===== src/rtl/spim_pkg.sv =====
package spim_pkg;
  localparam int DIV_W  = 8;
  localparam int ADDR_W = 6;
  localparam logic [ADDR_W-1:0] A_CTRL0 = 6'h00;
  localparam logic [ADDR_W-1:0] A_CTRL1 = 6'h04;
  localparam logic [ADDR_W-1:0] A_DATA  = 6'h08;
  localparam logic [ADDR_W-1:0] A_STAT  = 6'h0C;
  localparam logic [ADDR_W-1:0] A_PRE   = 6'h10;
  localparam logic [ADDR_W-1:0] A_ISR   = 6'h14;

  // half of the effective even prescale; values below 2 behave as 2
  function automatic logic [DIV_W-2:0] pre_half(input logic [DIV_W-1:0] pre);
    return (pre[DIV_W-1:1] == '0) ? (DIV_W-1)'(1) : pre[DIV_W-1:1];
  endfunction
endpackage


===== src/rtl/spim_fifo.sv =====
module spim_fifo #(
  parameter int W     = 8,
  parameter int DEPTH = 8
) (
  input  logic         clk,
  input  logic         rst_n,
  input  logic         push,
  input  logic         pop,
  input  logic [W-1:0] din,
  output logic [W-1:0] dout,
  output logic         empty,
  output logic         full
);
  localparam int PW = (DEPTH > 1) ? $clog2(DEPTH) : 1;
  localparam int CW = $clog2(DEPTH + 1);

  logic [W-1:0]  mem [DEPTH];
  logic [PW-1:0] wp, rp;
  logic [CW-1:0] count;
  logic          push_ok, pop_ok;

  assign empty   = (count == '0);
  assign full    = (count == CW'(DEPTH));
  assign pop_ok  = pop && !empty;
  assign push_ok = push && (!full || pop_ok);
  assign dout    = mem[rp];

  function automatic logic [PW-1:0] nxt(input logic [PW-1:0] p);
    return (p == PW'(DEPTH - 1)) ? '0 : p + PW'(1);
  endfunction

  always_ff @(posedge clk or negedge rst_n) begin
    if (!rst_n) begin
      wp <= '0; rp <= '0; count <= '0;
    end else begin
      if (push_ok) wp <= nxt(wp);
      if (pop_ok)  rp <= nxt(rp);
      count <= count + CW'(push_ok) - CW'(pop_ok);
    end
  end

  always_ff @(posedge clk) begin
    if (push_ok) mem[wp] <= din;
  end


  fifo_full_chk: assert property (@(posedge clk) disable iff (!rst_n)
    (push && !pop && full) |=> $stable(count));

  fifo_same_cycle_chk: assert property (@(posedge clk) disable iff (!rst_n)
    (push && pop && !empty) |=> (count == $past(count)));
endmodule


===== src/rtl/spim_clkgen.sv =====
module spim_clkgen
  import spim_pkg::*;
(
  input  logic             clk,
  input  logic             rst_n,
  input  logic             run,
  input  logic [DIV_W-1:0] pre,
  input  logic [DIV_W-1:0] rate,
  output logic             tick
);
  logic [DIV_W-2:0] pre_cnt, pre_lim;
  logic [DIV_W-1:0] rate_cnt;
  logic             pre_end;

  assign pre_lim = pre_half(pre) - (DIV_W-1)'(1);
  assign pre_end = (pre_cnt == pre_lim);
  assign tick    = run && pre_end && (rate_cnt == rate);

  always_ff @(posedge clk or negedge rst_n) begin
    if (!rst_n) begin
      pre_cnt <= '0; rate_cnt <= '0;
    end else if (!run) begin
      pre_cnt <= '0; rate_cnt <= '0;
    end else if (pre_end) begin
      pre_cnt  <= '0;
      rate_cnt <= (rate_cnt == rate) ? '0 : rate_cnt + DIV_W'(1);
    end else begin
      pre_cnt <= pre_cnt + (DIV_W-1)'(1);
    end
  end
endmodule


===== src/rtl/spim_shifter.sv =====
module spim_shifter #(
  parameter int FW = 8
) (
  input  logic          clk,
  input  logic          rst_n,
  input  logic          en,
  input  logic          cpol,
  input  logic          cpha,
  input  logic          loop,
  input  logic          tick,
  input  logic          tx_avail,
  input  logic [FW-1:0] tx_data,
  input  logic          miso,
  output logic          start,
  output logic          active,
  output logic          frame_done,
  output logic          sclk,
  output logic          mosi,
  output logic [FW-1:0] rx_data
);
  localparam int EW = $clog2(2 * FW);
  localparam logic [EW-1:0] LAST = EW'(2 * FW - 1);

  logic [EW-1:0] ecnt;
  logic [FW-1:0] tx_sh, rx_sh;
  logic          sclk_q, mosi_q, act_q, miso_eff, leading;

  assign miso_eff   = loop ? mosi_q : miso;
  assign leading    = ~ecnt[0];
  assign frame_done = act_q && tick && (ecnt == LAST);
  assign start      = en && tx_avail && (!act_q || frame_done);
  assign rx_data    = cpha ? {rx_sh[FW-2:0], miso_eff} : rx_sh;
  assign active     = act_q;
  assign sclk       = sclk_q;
  assign mosi       = mosi_q;

  always_ff @(posedge clk or negedge rst_n) begin
    if (!rst_n) begin
      act_q <= 1'b0; sclk_q <= 1'b0; mosi_q <= 1'b0;
      ecnt <= '0; tx_sh <= '0; rx_sh <= '0;
    end else if (!en) begin
      act_q <= 1'b0; sclk_q <= cpol; ecnt <= '0;
    end else begin
      if (act_q && tick) begin
        sclk_q <= ~sclk_q;
        ecnt   <= ecnt + EW'(1);
        if (leading == !cpha) begin
          rx_sh <= {rx_sh[FW-2:0], miso_eff};
        end else if (cpha || ecnt != LAST) begin
          mosi_q <= tx_sh[FW-1];
          tx_sh  <= {tx_sh[FW-2:0], 1'b0};
        end
        if (ecnt == LAST) act_q <= 1'b0;
      end else if (!act_q) begin
        sclk_q <= cpol;
      end
      if (start) begin
        act_q <= 1'b1;
        ecnt  <= '0;
        if (!cpha) begin
          mosi_q <= tx_data[FW-1];
          tx_sh  <= {tx_data[FW-2:0], 1'b0};
        end else begin
          tx_sh <= tx_data;
        end
      end
    end
  end


  idle_level_chk: assert property (@(posedge clk) disable iff (!rst_n)
    (!act_q && $past(!act_q) && $stable(cpol) && $past(en)) |-> (sclk_q == cpol));

  tick_in_frame_chk: assert property (@(posedge clk) disable iff (!rst_n)
    tick |-> act_q);
endmodule


===== src/rtl/spim_top.sv =====
module spim_top
  import spim_pkg::*;
#(
  parameter int FIFO_DEPTH = 8,
  parameter int FW         = 8
) (
  input  logic              clk,
  input  logic              rst_n,
  input  logic              reg_wr,
  input  logic              reg_rd,
  input  logic [ADDR_W-1:0] reg_addr,
  input  logic [15:0]       reg_wdata,
  output logic [15:0]       reg_rdata,
  output logic              irq,
  output logic              sclk,
  output logic              mosi,
  input  logic              miso
);
  logic [15:0]      ctrl0;
  logic [6:0]       ctrl1;
  logic [DIV_W-1:0] pre_q;
  logic             ovr_q;

  logic port_en, loop_en, cpol, cpha;
  logic tx_push, tx_empty, tx_full, rx_pop, rx_empty, rx_full;
  logic start, active, frame_done, tick, busy, ovr_event;
  logic [FW-1:0] tx_head, rx_head, rx_word;
  logic [2:0]    ris;

  assign port_en = ctrl1[4];
  assign loop_en = ctrl1[3];
  assign cpha    = ctrl0[7];
  assign cpol    = ctrl0[6];

  assign tx_push   = reg_wr && (reg_addr == A_DATA);
  assign rx_pop    = reg_rd && (reg_addr == A_DATA);
  assign ovr_event = frame_done && rx_full && !(rx_pop && !rx_empty);
  assign busy      = active || (port_en && !tx_empty);
  assign ris       = {ovr_q, tx_empty, !rx_empty};
  assign irq       = |(ris & ctrl1[2:0]);

  always_ff @(posedge clk or negedge rst_n) begin
    if (!rst_n) begin
      ctrl0 <= '0; ctrl1 <= '0; pre_q <= '0; ovr_q <= 1'b0;
    end else begin
      if (reg_wr) begin
        case (reg_addr)
          A_CTRL0: ctrl0 <= reg_wdata;
          A_CTRL1: ctrl1 <= reg_wdata[6:0];
          A_PRE:   pre_q <= {reg_wdata[DIV_W-1:1], 1'b0};
          default: ;
        endcase
      end
      if (ovr_event) ovr_q <= 1'b1;
      else if (reg_wr && reg_addr == A_ISR && reg_wdata[2]) ovr_q <= 1'b0;
    end
  end

  always_comb begin
    case (reg_addr)
      A_CTRL0: reg_rdata = ctrl0;
      A_CTRL1: reg_rdata = {9'd0, ctrl1};
      A_DATA:  reg_rdata = rx_empty ? 16'd0 : 16'(rx_head);
      A_STAT:  reg_rdata = {11'd0, busy, rx_full, !rx_empty, !tx_full, tx_empty};
      A_PRE:   reg_rdata = 16'(pre_q);
      A_ISR:   reg_rdata = {13'd0, ris};
      default: reg_rdata = 16'd0;
    endcase
  end

  spim_fifo #(.W(FW), .DEPTH(FIFO_DEPTH)) tx_q (
    .clk(clk), .rst_n(rst_n), .push(tx_push), .pop(start), .din(reg_wdata[FW-1:0]),
    .dout(tx_head), .empty(tx_empty), .full(tx_full));

  spim_fifo #(.W(FW), .DEPTH(FIFO_DEPTH)) rx_q (
    .clk(clk), .rst_n(rst_n), .push(frame_done), .pop(rx_pop), .din(rx_word),
    .dout(rx_head), .empty(rx_empty), .full(rx_full));

  spim_clkgen u_clk (
    .clk(clk), .rst_n(rst_n), .run(active && port_en), .pre(pre_q),
    .rate(ctrl0[15:8]), .tick(tick));

  spim_shifter #(.FW(FW)) u_shift (
    .clk(clk), .rst_n(rst_n), .en(port_en), .cpol(cpol), .cpha(cpha), .loop(loop_en),
    .tick(tick), .tx_avail(!tx_empty), .tx_data(tx_head), .miso(miso),
    .start(start), .active(active), .frame_done(frame_done),
    .sclk(sclk), .mosi(mosi), .rx_data(rx_word));


  busy_fall_chk: assert property (@(posedge clk) disable iff (!rst_n)
    ($fell(busy) && port_en && $past(port_en)) |-> $past(frame_done));

  overrun_set_chk: assert property (@(posedge clk) disable iff (!rst_n)
    ovr_event |=> ris[2]);

  idle_when_off_chk: assert property (@(posedge clk) disable iff (!rst_n)
    !port_en |=> !active);
endmodule


===== config.mk =====
export PLATFORM = sky130hd
export DESIGN_NAME = spim_top
export DESIGN_NICKNAME = d
export VERILOG_FILES = /design/src/rtl/spim_pkg.sv /design/src/rtl/spim_fifo.sv /design/src/rtl/spim_clkgen.sv /design/src/rtl/spim_shifter.sv /design/src/rtl/spim_top.sv
export SDC_FILE = /design/constraint.sdc
export NUM_CORES = 1
export LEC_CHECK = 0
export ABC_AREA = 1
export BUFFER_PORTS_ARGS = -buffer_cell sky130_fd_sc_hd__buf_2
export CAP_MARGIN = 20
export CORE_MARGIN = 2
export CORE_UTILIZATION = 65
export CTS_CLUSTER_DIAMETER = 100
export CTS_CLUSTER_SIZE = 10
export DETAILED_ROUTE_END_ITERATION = 10
export PLACE_DENSITY = 0.94
export SETUP_SLACK_MARGIN = 0.1
export SLEW_MARGIN = 20
export SYNTH_ARGS = -nofsm -noshare
export SYNTH_HDL_FRONTEND = slang
export SYNTH_HIERARCHICAL = 1
export SYNTH_SLANG_ARGS = --single-unit

===== constraint.sdc =====
create_clock -name clk -period 8.3 [get_ports clk]
set_input_delay 1.66 -clock clk [delete_from_list [all_inputs] [get_ports clk]]
set_output_delay 1.66 -clock clk [all_outputs]
set_load 0.03 [all_outputs]

Word level (Yosys, flattened, before mapping). Memories as Yosys holds them, arrays and structs flattened. Index checks and enable logic that the tools add are counted.

Register bits after elaboration: 89. Bits in writable memories: 128. Input port bits: 27. Output and inout bits: 19. Logic and storage cells: 139. Memories kept: 2.

Memories: rx_q.mem (words 8, width 8, read ports 1, clocked after Yosys merged registers in 0, write ports 1, RTL line spim_fifo.sv:17) `logic [W-1:0] mem [DEPTH];`; tx_q.mem (words 8, width 8, read ports 1, clocked after Yosys merged registers in 0, write ports 1, RTL line spim_fifo.sv:17).

Add/subtract/negate cells: 12. Equality and inequality tests: 21. Muxes and demuxes: 40. Bitwise logic cells: 3. Reductions and logical operators: 43.

Operators with widths (count): one-hot mux 16 bit (6 select lines) (1); two-way mux 8 bit (10); two-way mux 7 bit (3); two-way mux 1 bit (19); logical AND 1 bit (17); adder 3 x 1 -> 3 bit, second input constant (4); == test 3 bit, second input constant (4); == test 4 bit, second input constant (3); == test 6 x 4 -> 1 bit, second input constant (2); == test 6 x 5 -> 1 bit, second input constant (2); two-way mux 3 bit (4); two-way mux 4 bit (3); adder 4 x 1 -> 4 bit (2); adder 8 x 1 -> 8 bit, second input constant (1); == test 8 bit (1); zero test 4 bit (2); AND reduction 2 bit (4); subtractor 4 x 1 -> 4 bit (2); adder 7 x 1 -> 7 bit, second input constant (1); == test 7 bit (1); zero test 1 bit (7); zero test 7 bit (1); subtractor 7 x 1 -> 7 bit, second input constant (1); == test 6 x 3 -> 1 bit, second input constant (1); 14 further kinds (23).

Depth between registers and ports, before layout. Gate-level depths: netlist (run 1).

Depth in word-level cells: 15. Mapped depth: 27. Mapped depth without buffers: 27.

By module. The synthesis (run 1) kept the hierarchy.

Modules (own cells, without submodules): spim_fifo at tx_q (times used 1, cells an instance 296, area an instance 3283.1 um^2, sequential area each 2172.1 um^2); spim_fifo at rx_q (times used 1, cells an instance 295, area an instance 3273.1 um^2, sequential area each 2172.1 um^2); spim_top (times used 1, cells an instance 251, area an instance 1796.7 um^2, sequential area each 775.7 um^2); spim_clkgen (times used 1, cells an instance 191, area an instance 1437.6 um^2, sequential area each 375.4 um^2); spim_shifter (times used 1, cells an instance 180, area an instance 1348.8 um^2, sequential area each 575.6 um^2).

Worst setup path after synthesis (run 1). No wires, ideal clock.

Path kind: in2out. Start point: input port reg_addr[1]. End point: output port reg_rdata[10]. Arrival: 3005 ps. Data required time: 6640 ps. Path slack: 3635 ps. Stages: 4. Cell sequence: nor2_2 clkbuf_1 nand2_1 nor3_1.

Longest elaborated chain between the ends: 2. Elaborated cells on any way between the ends: 7. Classes of those cells: eq/ne: 5; mux: 1; reduce/logical: 1.

Ends and longest elaborated chain: from (decl) (RTL line spim_top.sv:11) `input logic [ADDR_W-1:0] reg_addr,`; == test 6 x 5 -> 1 bit (tied with other cells) (RTL line spim_top.sv:60) `case (reg_addr)`; one-hot mux 16 bit (6 select lines) (*) (RTL line spim_top.sv:60); to (decl) (RTL line spim_top.sv:13) `output logic [15:0] reg_rdata,`.

Mark *: on every way between the ends. The rest lies on a longest branch, timed or not.

Final worst setup path (run 1).
Start point: input port reg_addr[1]. End point: output port reg_rdata[0].

Same word-level chain as after synthesis.

==> metrics.txt, run 1 <==
Final Max Slew Viols=0; proportion of power drawn by flip-flops and latches=41.7%; clock-pin slew on the worst setup and hold paths=0.06 ns; remaining global-route overflow=0; outcome=finished, final reports clean; number of global-route vias before repair=8542; antenna violations before repair=0; Die Ht=134.9 um; ANT nets after route=0; Internal Dissipation=2100 uW; maximum number of pins on one net before global-route repair=67; wire length reported by the detailed router=26640 um; capture point of the worst path=reg_rdata[0]; CTS tree=built; post-CTS repair timing setup buffer count=0; power share of the clock group=29.6%; placeable core area=16640 sq um; number of buffers created by CTS=25; Max stage delay on crit path=0.48 ns; number of standard-cell rows in the floorplan=47; setup TNS=0 ns; clock period minus worst slack=5.186 ns; IR Drop Worst-Case VDD=0.0002594 V; most used cells in the layout excluding fill and tap cells=nand2_1 (342), nor2_1 (133), edfxtp_1 (128); kind of start point of the critical path=primary input; CP Max Fanout=15; Critical Path RT=6.64 ns; static leakage power=0.005381 uW; multi-input logic area=4264 sq um; Skew-Pair Late Insertion Delay=0.52 ns; Crit. path cell count=9; most common cell after layout, fill and taps aside=nand2_1; launching element of the worst setup path=reg_addr[1]; cts hold-fix bufs=0; total number of vias=8845; Worst path top cell family by delay=simple AND/OR/NAND/NOR gates; power density of the placed cells=271.4 nW/um^2; part of the cycle the worst path needs=62.49%; final hold violation count=0; final RePlAce weighted congestion=0.8958; Max Buffers Root-to-Sink=3; highest-delay cell along the critical path=nor2_1; series of cell instances along the critical path=buf_2, nor2_2, nand2_2, nor2_1, nand2_1, nand2_1, nand2_1, nand2_1, buf_2; # setup viols final=0; initial core utilization=66.91%; Top cell by count, worst path=nand2_1; ant diodes=0; die outline area=18200 sq um; final clock skew=0.02938 ns; count of cells resized by post-cts repair=0; post-place instance area=11340 sq um; Port Buffers=45; logic gate share of total power=28.7%; area of the mapped netlist=11140 sq um; Cells after Synth=1212; maximum clock frequency=0.1928 GHz; detailed-routing iteration count for the pre-antenna-repair pass=6; WL per Instance=17.98 um; Crit Path Class=primary input to output port; maxcap violations=0; length in cells of the worst reg-to-reg path=22; slack of the critical path=3.114 ns; RSZ-0062 raised after global routing=false; worst hold-check slack=0.4904 ns; arrival time at the worst endpoint=3.53 ns; CTS sink cnt=217; sum of buffers and inverters on the critical path=2; Worst R2R Setup Slack=3.65 ns; net switching component of the power=1168 uW; switch share=35.74%; area grow syn2layout=8.158%; Setup Slack @ Placement=3.204 ns; Post-Synthesis Mean Instance Area=9.188 sq um; post-route cell area=12040 sq um; NumNets Final=1296; worst r2r src=pre_q[3]$_DFFE_PN0P_; Remaining DRCs=0; wire length of the first global-routing pass=42770 um; class of the tightest hold or removal check=register to register; initial DRC count=1174; buffer type at the clock tree root=clkbuf_16; number of ports placed on the die boundary=46; FILL cells=1047; DPL Wire Length=16760 um; Global Route Usage Sum=29.97%; maximum level of the CTS H-tree=1; nature of the critical path endpoint=output port; number of vias per cell after detailed routing=5.968; worst r2r dst=tx_q/mem[0][6]$_DFFE_PP_; normalized max-slew margin=28.96%; Post-Synthesis Net Count=1263; die boundary width=134.9 um; sequential cell area in the final layout=6071 sq um; ratio of cells with drive above 1 in the final layout=12.84%; Warnings, synthesis=6; slew of the pin with the lowest slew margin=1.054 ns
metal layers:
metal | track usage (%) | vias to the layer above | share of wire [%]
li1 | - | 4001 | -
met1 | 40.00 | 4127 | 38
met2 | 49.44 | 609 | 48
met3 | 4.730 | 108 | 9.5
met4 | 12.46 | 0 | 4.3
met5 | 0 | - | 0
worst min-delay path: cells and delay by family (launching register included):
kind	cells	cell delay [ns]
flops	1	0.35
simple gates	2	0.11
how the worst min path moves through the flow:
stage                                  from  slack [ns]  cells after the start                      endpoint
2_1_floorplan  u_shift/tx_sh[1]$_DFFE_PN0P_        0.45                      2  u_shift/tx_sh[1]$_DFFE_PN0P_
3_3_place_gp   u_shift/tx_sh[4]$_DFFE_PN0P_        0.46                      2  u_shift/tx_sh[4]$_DFFE_PN0P_
3_5_place_dp   u_shift/tx_sh[1]$_DFFE_PN0P_        0.47                      2  u_shift/tx_sh[1]$_DFFE_PN0P_
4_1_cts        u_shift/tx_sh[1]$_DFFE_PN0P_        0.49                      2  u_shift/tx_sh[1]$_DFFE_PN0P_
5_1_grt        u_shift/tx_sh[7]$_DFFE_PN0P_        0.52                      2  u_shift/tx_sh[7]$_DFFE_PN0P_
6_report       u_shift/tx_sh[1]$_DFFE_PN0P_        0.49                      2  u_shift/tx_sh[1]$_DFFE_PN0P_
power by group through the flow:
stage / logic [uW] / clock network (uW) / registers (uW)
after CTS: 915 / 972 / 1360
after floorplan: 741 / 0 / 1320
final: 939 / 967 / 1360
after detailed placement: 877 / 0 / 1380
after global placement: 828 / 0 / 1370
after global routing: 1030 / 1020 / 1370
sequential cells by signal, indices dropped and copies added (netlist names), 4 cells and up:
register,flops
ctrl0,16
ctrl1,7
pre_q,7
rx_q/count,4
rx_q/mem,64
tx_q/count,4
tx_q/mem,64
u_clk/pre_cnt,7
u_clk/rate_cnt,8
u_shift/ecnt,4
u_shift/rx_sh,8
u_shift/tx_sh,8
through the flow:
| stage | total power [uW] | cells | util [%] |
|---|---|---|---|
| 5_1_grt | 3421 | 1482 | 72.37 |
| 3_3_place_gp | 2195 | 1438 | 68.15 |
| 2_1_floorplan | 2063 | 1212 | - |
| 3_5_place_dp | 2252 | 1438 | 68.15 |
| 4_1_cts | 3245 | 1482 | 72.37 |
| 6_report | 3269 | 1482 | 72.37 |
layout make-up:
| class | instances | share of cell area, % |
|---|---|---|
| clock buffers | 42 | 5.724 |
| clock inverters | 2 | 0.1143 |
| inverters | 124 | 3.989 |
| multi-input cells | 829 | 35.40 |
| flip-flops and latches | 217 | 50.40 |
| well taps | 220 | 2.285 |
| repair buffers | 48 | 2.078 |
No activity file was read; power rests on OpenSTA's default activity.
==> inputs of run 2 (changes only) <==
ABC_AREA = 0   (was 1)
CORE_UTILIZATION = 62   (was 65)
PLACE_DENSITY = 0.91   (was 0.94)
clock period = 4.89 ns   (was 8.3 ns; I/O delays follow)
==> metrics.txt, run 2 <==
detailed-routing iteration count for the pre-antenna-repair pass=4 (-2); Total Power Consumption=4895 uW (+50%); setup TNS=0 ns (unchanged); most used cells in the layout excluding fill and tap cells=edfxtp_1 (128), dfrtp_1 (89), mux2_2 (68); CTS sink cnt=217 (unchanged); post-route cell area=11740 sq um (-2.5%); die outline area=18070 sq um (-0.68%); Cells after Synth=696 (-43%); CP Max Fanout=9 (-6); normalized max-slew margin=39.09% (+10 points); class of the tightest hold or removal check=register to register; number of standard cells in the final layout excluding fillers=1003 (-32%); antenna violations before repair=0 (unchanged); CTS tree=built; number of standard-cell rows in the floorplan=47 (unchanged); maximum level of the CTS H-tree=1 (unchanged); post-placement cell count=957 (-33%); clock period minus worst slack=4.271 ns; area grow syn2layout=11.32%; final clock skew=0.02436 ns (-0.005018 ns); outcome=finished, final reports clean; Critical Path RT=5.10 ns (-1.54 ns); Warnings, synthesis=6 (unchanged); worst r2r src=pre_q[2]$_DFFE_PN0P_; area of the mapped netlist=10550 sq um (-5.3%); Max stage delay on crit path=0.48 ns (about the same); clock-pin slew on the worst setup and hold paths=0.06 ns (about the same); post-place instance area=11020 sq um (-2.8%); arrival time at the worst endpoint=4.48 ns (+0.95 ns); total number of vias=6416 (-27%); sequential cell area in the final layout=6071 sq um (unchanged); buffer type at the clock tree root=clkbuf_16; Remaining DRCs=0 (unchanged); Skew-Pair Late Insertion Delay=0.52 ns (about the same); cts hold-fix bufs=0 (unchanged); maxcap violations=0 (unchanged); # setup viols final=0 (unchanged); Crit Path Class=register to register; RSZ-0062 raised after global routing=false; final RePlAce weighted congestion=0.8525 (-4.8%); wire length of the first global-routing pass=36940 um (-14%); highest-delay cell along the critical path=dfrtp_1; die boundary width=134.4 um (-0.34%); ANT nets after route=0 (unchanged); Post-Synthesis Mean Instance Area=15.15 sq um (+65%); ratio of cells with drive above 1 in the final layout=27.46% (+15 points); kind of start point of the critical path=register; number of vias per cell after detailed routing=6.397 (+7.2%); most common cell after layout, fill and taps aside=edfxtp_1; Post-Synthesis Net Count=747 (-41%); Final Max Slew Viols=0 (unchanged); Die Ht=134.4 um (-0.34%); startpoint of the lowest-slack hold path=u_shift/tx_sh[0]$_DFFE_PN0P_; sum of buffers and inverters on the critical path=3 (+1); DPL Wire Length=15820 um (-5.6%); WL per Instance=23.06 um (+28%); part of the cycle the worst path needs=87.34%; final hold violation count=0 (unchanged); wire length reported by the detailed router=23130 um (-13%); placeable core area=16580 sq um (-0.35%); multi-input logic area=4205 sq um (-1.4%); IR Drop Worst-Case VDD=0.0003033 V (+17%); ant diodes=0 (unchanged); series of cell instances along the critical path=nor4_1, a21o_1, inv_1, ha_1, nor3b_1, xnor2_1, o211a_1, nand3_2, nor3_1, buf_4, nand4_2, a21oi_4, nor2b_2, nor2_1, nor4_1, buf_4; initial DRC count=478 (-59%); remaining global-route overflow=0 (unchanged); maximum clock frequency=0.2341 GHz; Worst path top cell family by delay=simple AND/OR/NAND/NOR gates; power density of the placed cells=416.9 nW/um^2 (+54%); number of global-route vias before repair=6712 (-21%); Port Buffers=45 (unchanged); maximum number of pins on one net before global-route repair=69 (+3.0%); initial core utilization=63.60% (-3.3 points); Max Buffers Root-to-Sink=3 (unchanged); launching element of the worst setup path=pre_q[2]$_DFFE_PN0P_; Top Registers=rx_q/mem (64), tx_q/mem (64), ctrl0 (16); FILL cells=1061 (+1.3%); Global Route Usage Sum=26.51% (-3.5 points); number of buffers created by CTS=25 (unchanged); nature of the critical path endpoint=register; slew of the pin with the lowest slew margin=0.9137 ns (-0.1408 ns); number of ports placed on the die boundary=46 (unchanged); NumNets Final=816 (-37%); static leakage power=0.004760 uW (-12%)
-- run 2: stage by stage --
step	util (%)	hold WS (ns)	worst slack (ns)
6_report	70.80	0.5018	0.6191
5_1_grt	70.80	0.5150	0.1869
4_1_cts	70.74	0.4991	0.2769
3_5_place_dp	66.48	0.4863	0.3656
3_3_place_gp	66.48	0.4721	0.5787
2_1_floorplan	-	0.4619	0.2379
-- run 2: routing by layer --
layer / vias up / share of wire [%] / track usage (%)
met3: 67 / 4.9 / 4.082
met4: 0 / 3.5 / 8.538
met1: 3283 / 38 / 33.20
li1: 2840 / - / -
met2: 226 / 53 / 47.53
met5: - / 0 / 0
-- run 2: power breakdown --
part           internal (uW)  switching, uW  leakage (uW)
sequential              2050            190       0.00235
clock                    954            682      0.000338
combinational            533            483       0.00208
total                   3540           1360       0.00476
-- run 2: worst reg2reg max path, delay by kind of cell, from the launching register on --
kind / cells / cell delay (ns)
buffers and inverters: 3 / 0.51
AO/OA/AOI/OAI: 3 / 0.68
XOR/XNOR: 1 / 0.23
flip-flops: 1 / 0.48
adder cells (fa/ha/maj): 1 / 0.21
AND/OR/NAND/NOR: 8 / 1.84
-- run 2: worst paths after layout --
kind | to | slack (ns) | cells past startpoint
worst max-delay path | tx_q/mem[1][5]$_DFFE_PP_ | 0.62 | 16
max in group asynchronous | u_clk/rate_cnt[2]$_DFFE_PN0P_ | 3.45 | 2
worst min-delay path | u_shift/tx_sh[0]$_DFFE_PN0P_ | 0.50 | 1
worst min register to register | u_shift/tx_sh[0]$_DFFE_PN0P_ | 0.50 | 1
min in group asynchronous | rx_q/count[3]$_DFF_PN0_ | 0.59 | 1
worst max register to register | tx_q/mem[1][5]$_DFFE_PP_ | 0.62 | 16
-- run 2: repair_timing --
item / 4_1_cts / 5_1_grt
setup endpoints to repair: 0 / 67
buffers inserted: 0 / 1
endpoints found under the hold margin: 0 / 0
resized for setup: 0 / 1
-- run 2: cell type report --
class                           count  area share [%]
Clock buffer                       43           5.904
Inverter                           22          0.7033
Sequential cell                   217           51.70
Multi-Input combinational cell    431           35.82
Timing Repair Buffer               68           3.410
Tap cell                          220           2.344
Clock inverter                      2          0.1172
==> inputs of run 3 (changes only) <==
CELL_PAD_IN_SITES_DETAIL_PLACEMENT = 1   (was not set)
CELL_PAD_IN_SITES_GLOBAL_PLACEMENT = 1   (was not set)
CORE_UTILIZATION = 52   (was 62)
CTS_BUF_LIST = sky130_fd_sc_hd__clkbuf_16   (was not set)
PLACE_DENSITY = 0.9   (was 0.91)
==> metrics.txt, run 3 (synthesized netlist as in run 2, its figures left out) <==
Skew-Pair Late Insertion Delay=0.51 ns (about the same); setup TNS=0 ns (unchanged); outcome=finished, final reports clean; wire length reported by the detailed router=26390 um (+14%); worst hold-check slack=0.5148 ns (+0.01300 ns); maxcap violations=0 (unchanged); FILL cells=1931 (+82%); number of standard cells in the final layout excluding fillers=1055 (+5.2%); slew of the pin with the lowest slew margin=0.9642 ns (+0.05057 ns); maximum clock frequency=0.2217 GHz (-5.3%); CP Max Fanout=9 (unchanged); area grow syn2layout=12.08%; nature of the critical path endpoint=register; worst r2r src=pre_q[2]$_DFFE_PN0P_; number of standard-cell rows in the floorplan=52 (+11%); number of vias per cell after detailed routing=5.982 (-6.5%); CTS sink cnt=217 (unchanged); # setup viols final=0 (unchanged); buffer type at the clock tree root=clkbuf_16; number of cells on the worst hold path=1 (unchanged); number of global-route vias before repair=7063 (+5.2%); ANT nets after route=0 (unchanged); die outline area=21440 sq um (+19%); Port Buffers=45 (unchanged); placeable core area=20040 sq um (+21%); Remaining DRCs=0 (unchanged); Critical Path RT=5.10 ns (about the same); kind of start point of the critical path=register; worst r2r dst=tx_q/mem[5][5]$_DFFE_PP_; remaining global-route overflow=0 (unchanged); Global Route Usage Sum=25.11% (-1.4 points); clock-pin slew on the worst setup and hold paths=0.06 ns (about the same); number of ports placed on the die boundary=46 (unchanged); startpoint of the lowest-slack hold path=ctrl0[3]$_DFFE_PN0P_; Top Registers=rx_q/mem (64), tx_q/mem (64), ctrl0 (16); Crit Path Class=register to register; final hold violation count=0 (unchanged); final RePlAce weighted congestion=0.9003 (+5.6%); static leakage power=0.004847 uW (+1.8%); RSZ-0062 raised after global routing=false; length in cells of the worst reg-to-reg path=16 (unchanged); ratio of cells with drive above 1 in the final layout=27.68% (+0.22 points); total number of vias=6311 (-1.6%); wire length of the first global-routing pass=41410 um (+12%); sequential cell area in the final layout=6071 sq um (unchanged); Final Max Slew Viols=0 (unchanged); part of the cycle the worst path needs=92.25% (+4.9 points); NumNets Final=817 (+0.12%); CTS tree=built; post-placement cell count=1007 (+5.2%); multi-input logic area=4218 sq um (+0.30%); DPL Wire Length=18590 um (+18%); Die Ht=146.4 um (+8.9%); WL per Instance=25.02 um (+8.5%); initial DRC count=352 (-26%); Worst R2R Setup Slack=0.38 ns (-0.24 ns); slack of the critical path=0.3791 ns (-0.2400 ns); most common cell after layout, fill and taps aside=edfxtp_1; Setup Slack @ Placement=0.1258 ns (-0.2399 ns); Max Buffers Root-to-Sink=3 (unchanged); most used cells in the layout excluding fill and tap cells=edfxtp_1 (128), dfrtp_1 (89), mux2_2 (68); power density of the placed cells=416.3 nW/um^2 (-0.16%); maximum level of the CTS H-tree=1 (unchanged); normalized max-slew margin=35.72% (-3.4 points); final clock skew=0.01521 ns (-0.009152 ns); antenna violations before repair=2 (+2); arrival time at the worst endpoint=4.73 ns (+0.25 ns); class of the tightest hold or removal check=register to register; IR Drop Worst-Case VDD=0.0003332 V (+9.8%); maximum number of pins on one net before global-route repair=62 (-10%); clock period minus worst slack=4.511 ns (+0.2400 ns); number of buffers created by CTS=25 (unchanged); detailed-routing iteration count for the pre-antenna-repair pass=4 (unchanged); initial core utilization=52.63% (-11 points); terminating pin of the worst hold path=ctrl0[3]$_DFFE_PN0P_; die boundary width=146.4 um (+8.9%)
[run 3: timing repair]
item                       4_1_cts  5_1_grt
pin swaps                        1        1
gates resized for setup          1        2
hold buffers                     0        0
buffers inserted                 1        1
setup endpoints to repair        1        1
[run 3: through the flow]
step / power, uW / cell area, sq um / utilization, %
2_1_floorplan: 3026 / 10550 / -
3_3_place_gp: 3206 / 11090 / 55.33
3_5_place_dp: 3321 / 11090 / 55.33
4_1_cts: 4956 / 11800 / 58.89
5_1_grt: 5123 / 11820 / 58.99
6_report: 4921 / 11820 / 58.99
[run 3: report_power, final]
group	internal [uW]	switching [uW]	total [uW]	leakage [uW]
combinational	538	517	1060	0.00209
sequential	2050	200	2250	0.00235
clock	914	699	1610	0.000413
total	3500	1420	4920	0.00485
[run 3: worst max path at each step]
stage                               end  slack, ns                  from
6_report       tx_q/mem[5][5]$_DFFE_PP_       0.38  pre_q[2]$_DFFE_PN0P_
3_5_place_dp    tx_q/count[3]$_DFF_PN0_       0.13  pre_q[2]$_DFFE_PN0P_
2_1_floorplan  tx_q/mem[4][0]$_DFFE_PP_       0.24  pre_q[2]$_DFFE_PN0P_
4_1_cts         tx_q/count[3]$_DFF_PN0_       0.37  pre_q[3]$_DFFE_PN0P_
3_3_place_gp    tx_q/count[3]$_DFF_PN0_       0.57  pre_q[2]$_DFFE_PN0P_
5_1_grt        tx_q/mem[4][1]$_DFFE_PP_       0.13  pre_q[2]$_DFFE_PN0P_
[run 3: metal layers]
layer	global-route usage, %	share of wire (%)
met4	7.184	3.1
met3	3.781	3.5
met2	47.08	54
met1	30.02	40
met5	0	0.027
[run 3: area by class of cell]
| cell class | instances | share of cell area, % |
|---|---|---|
| inverters | 22 | 0.6986 |
| well taps | 270 | 2.858 |
| repair buffers | 69 | 3.450 |
| flip-flops and latches | 217 | 51.35 |
| clock buffers | 25 | 5.292 |
| clock inverters | 20 | 0.6456 |
| diodes | 1 | 0.02117 |
| multi-input cells | 431 | 35.68 |
[run 3: critical path, stage by stage (launching register included)]
cell,delay [ns]
dfrtp_1,0.50
nor4_1,0.34
a21o_1,0.24
inv_1,0.06
ha_1,0.23
nor3b_2,0.20
a21oi_1,0.26
o211a_1,0.31
nand3_2,0.17
nor3_1,0.27
buf_4,0.20
nand4_2,0.12
a21oi_4,0.18
nor2b_1,0.30
nor2_1,0.19
nor4b_1,0.39
buf_4,0.24
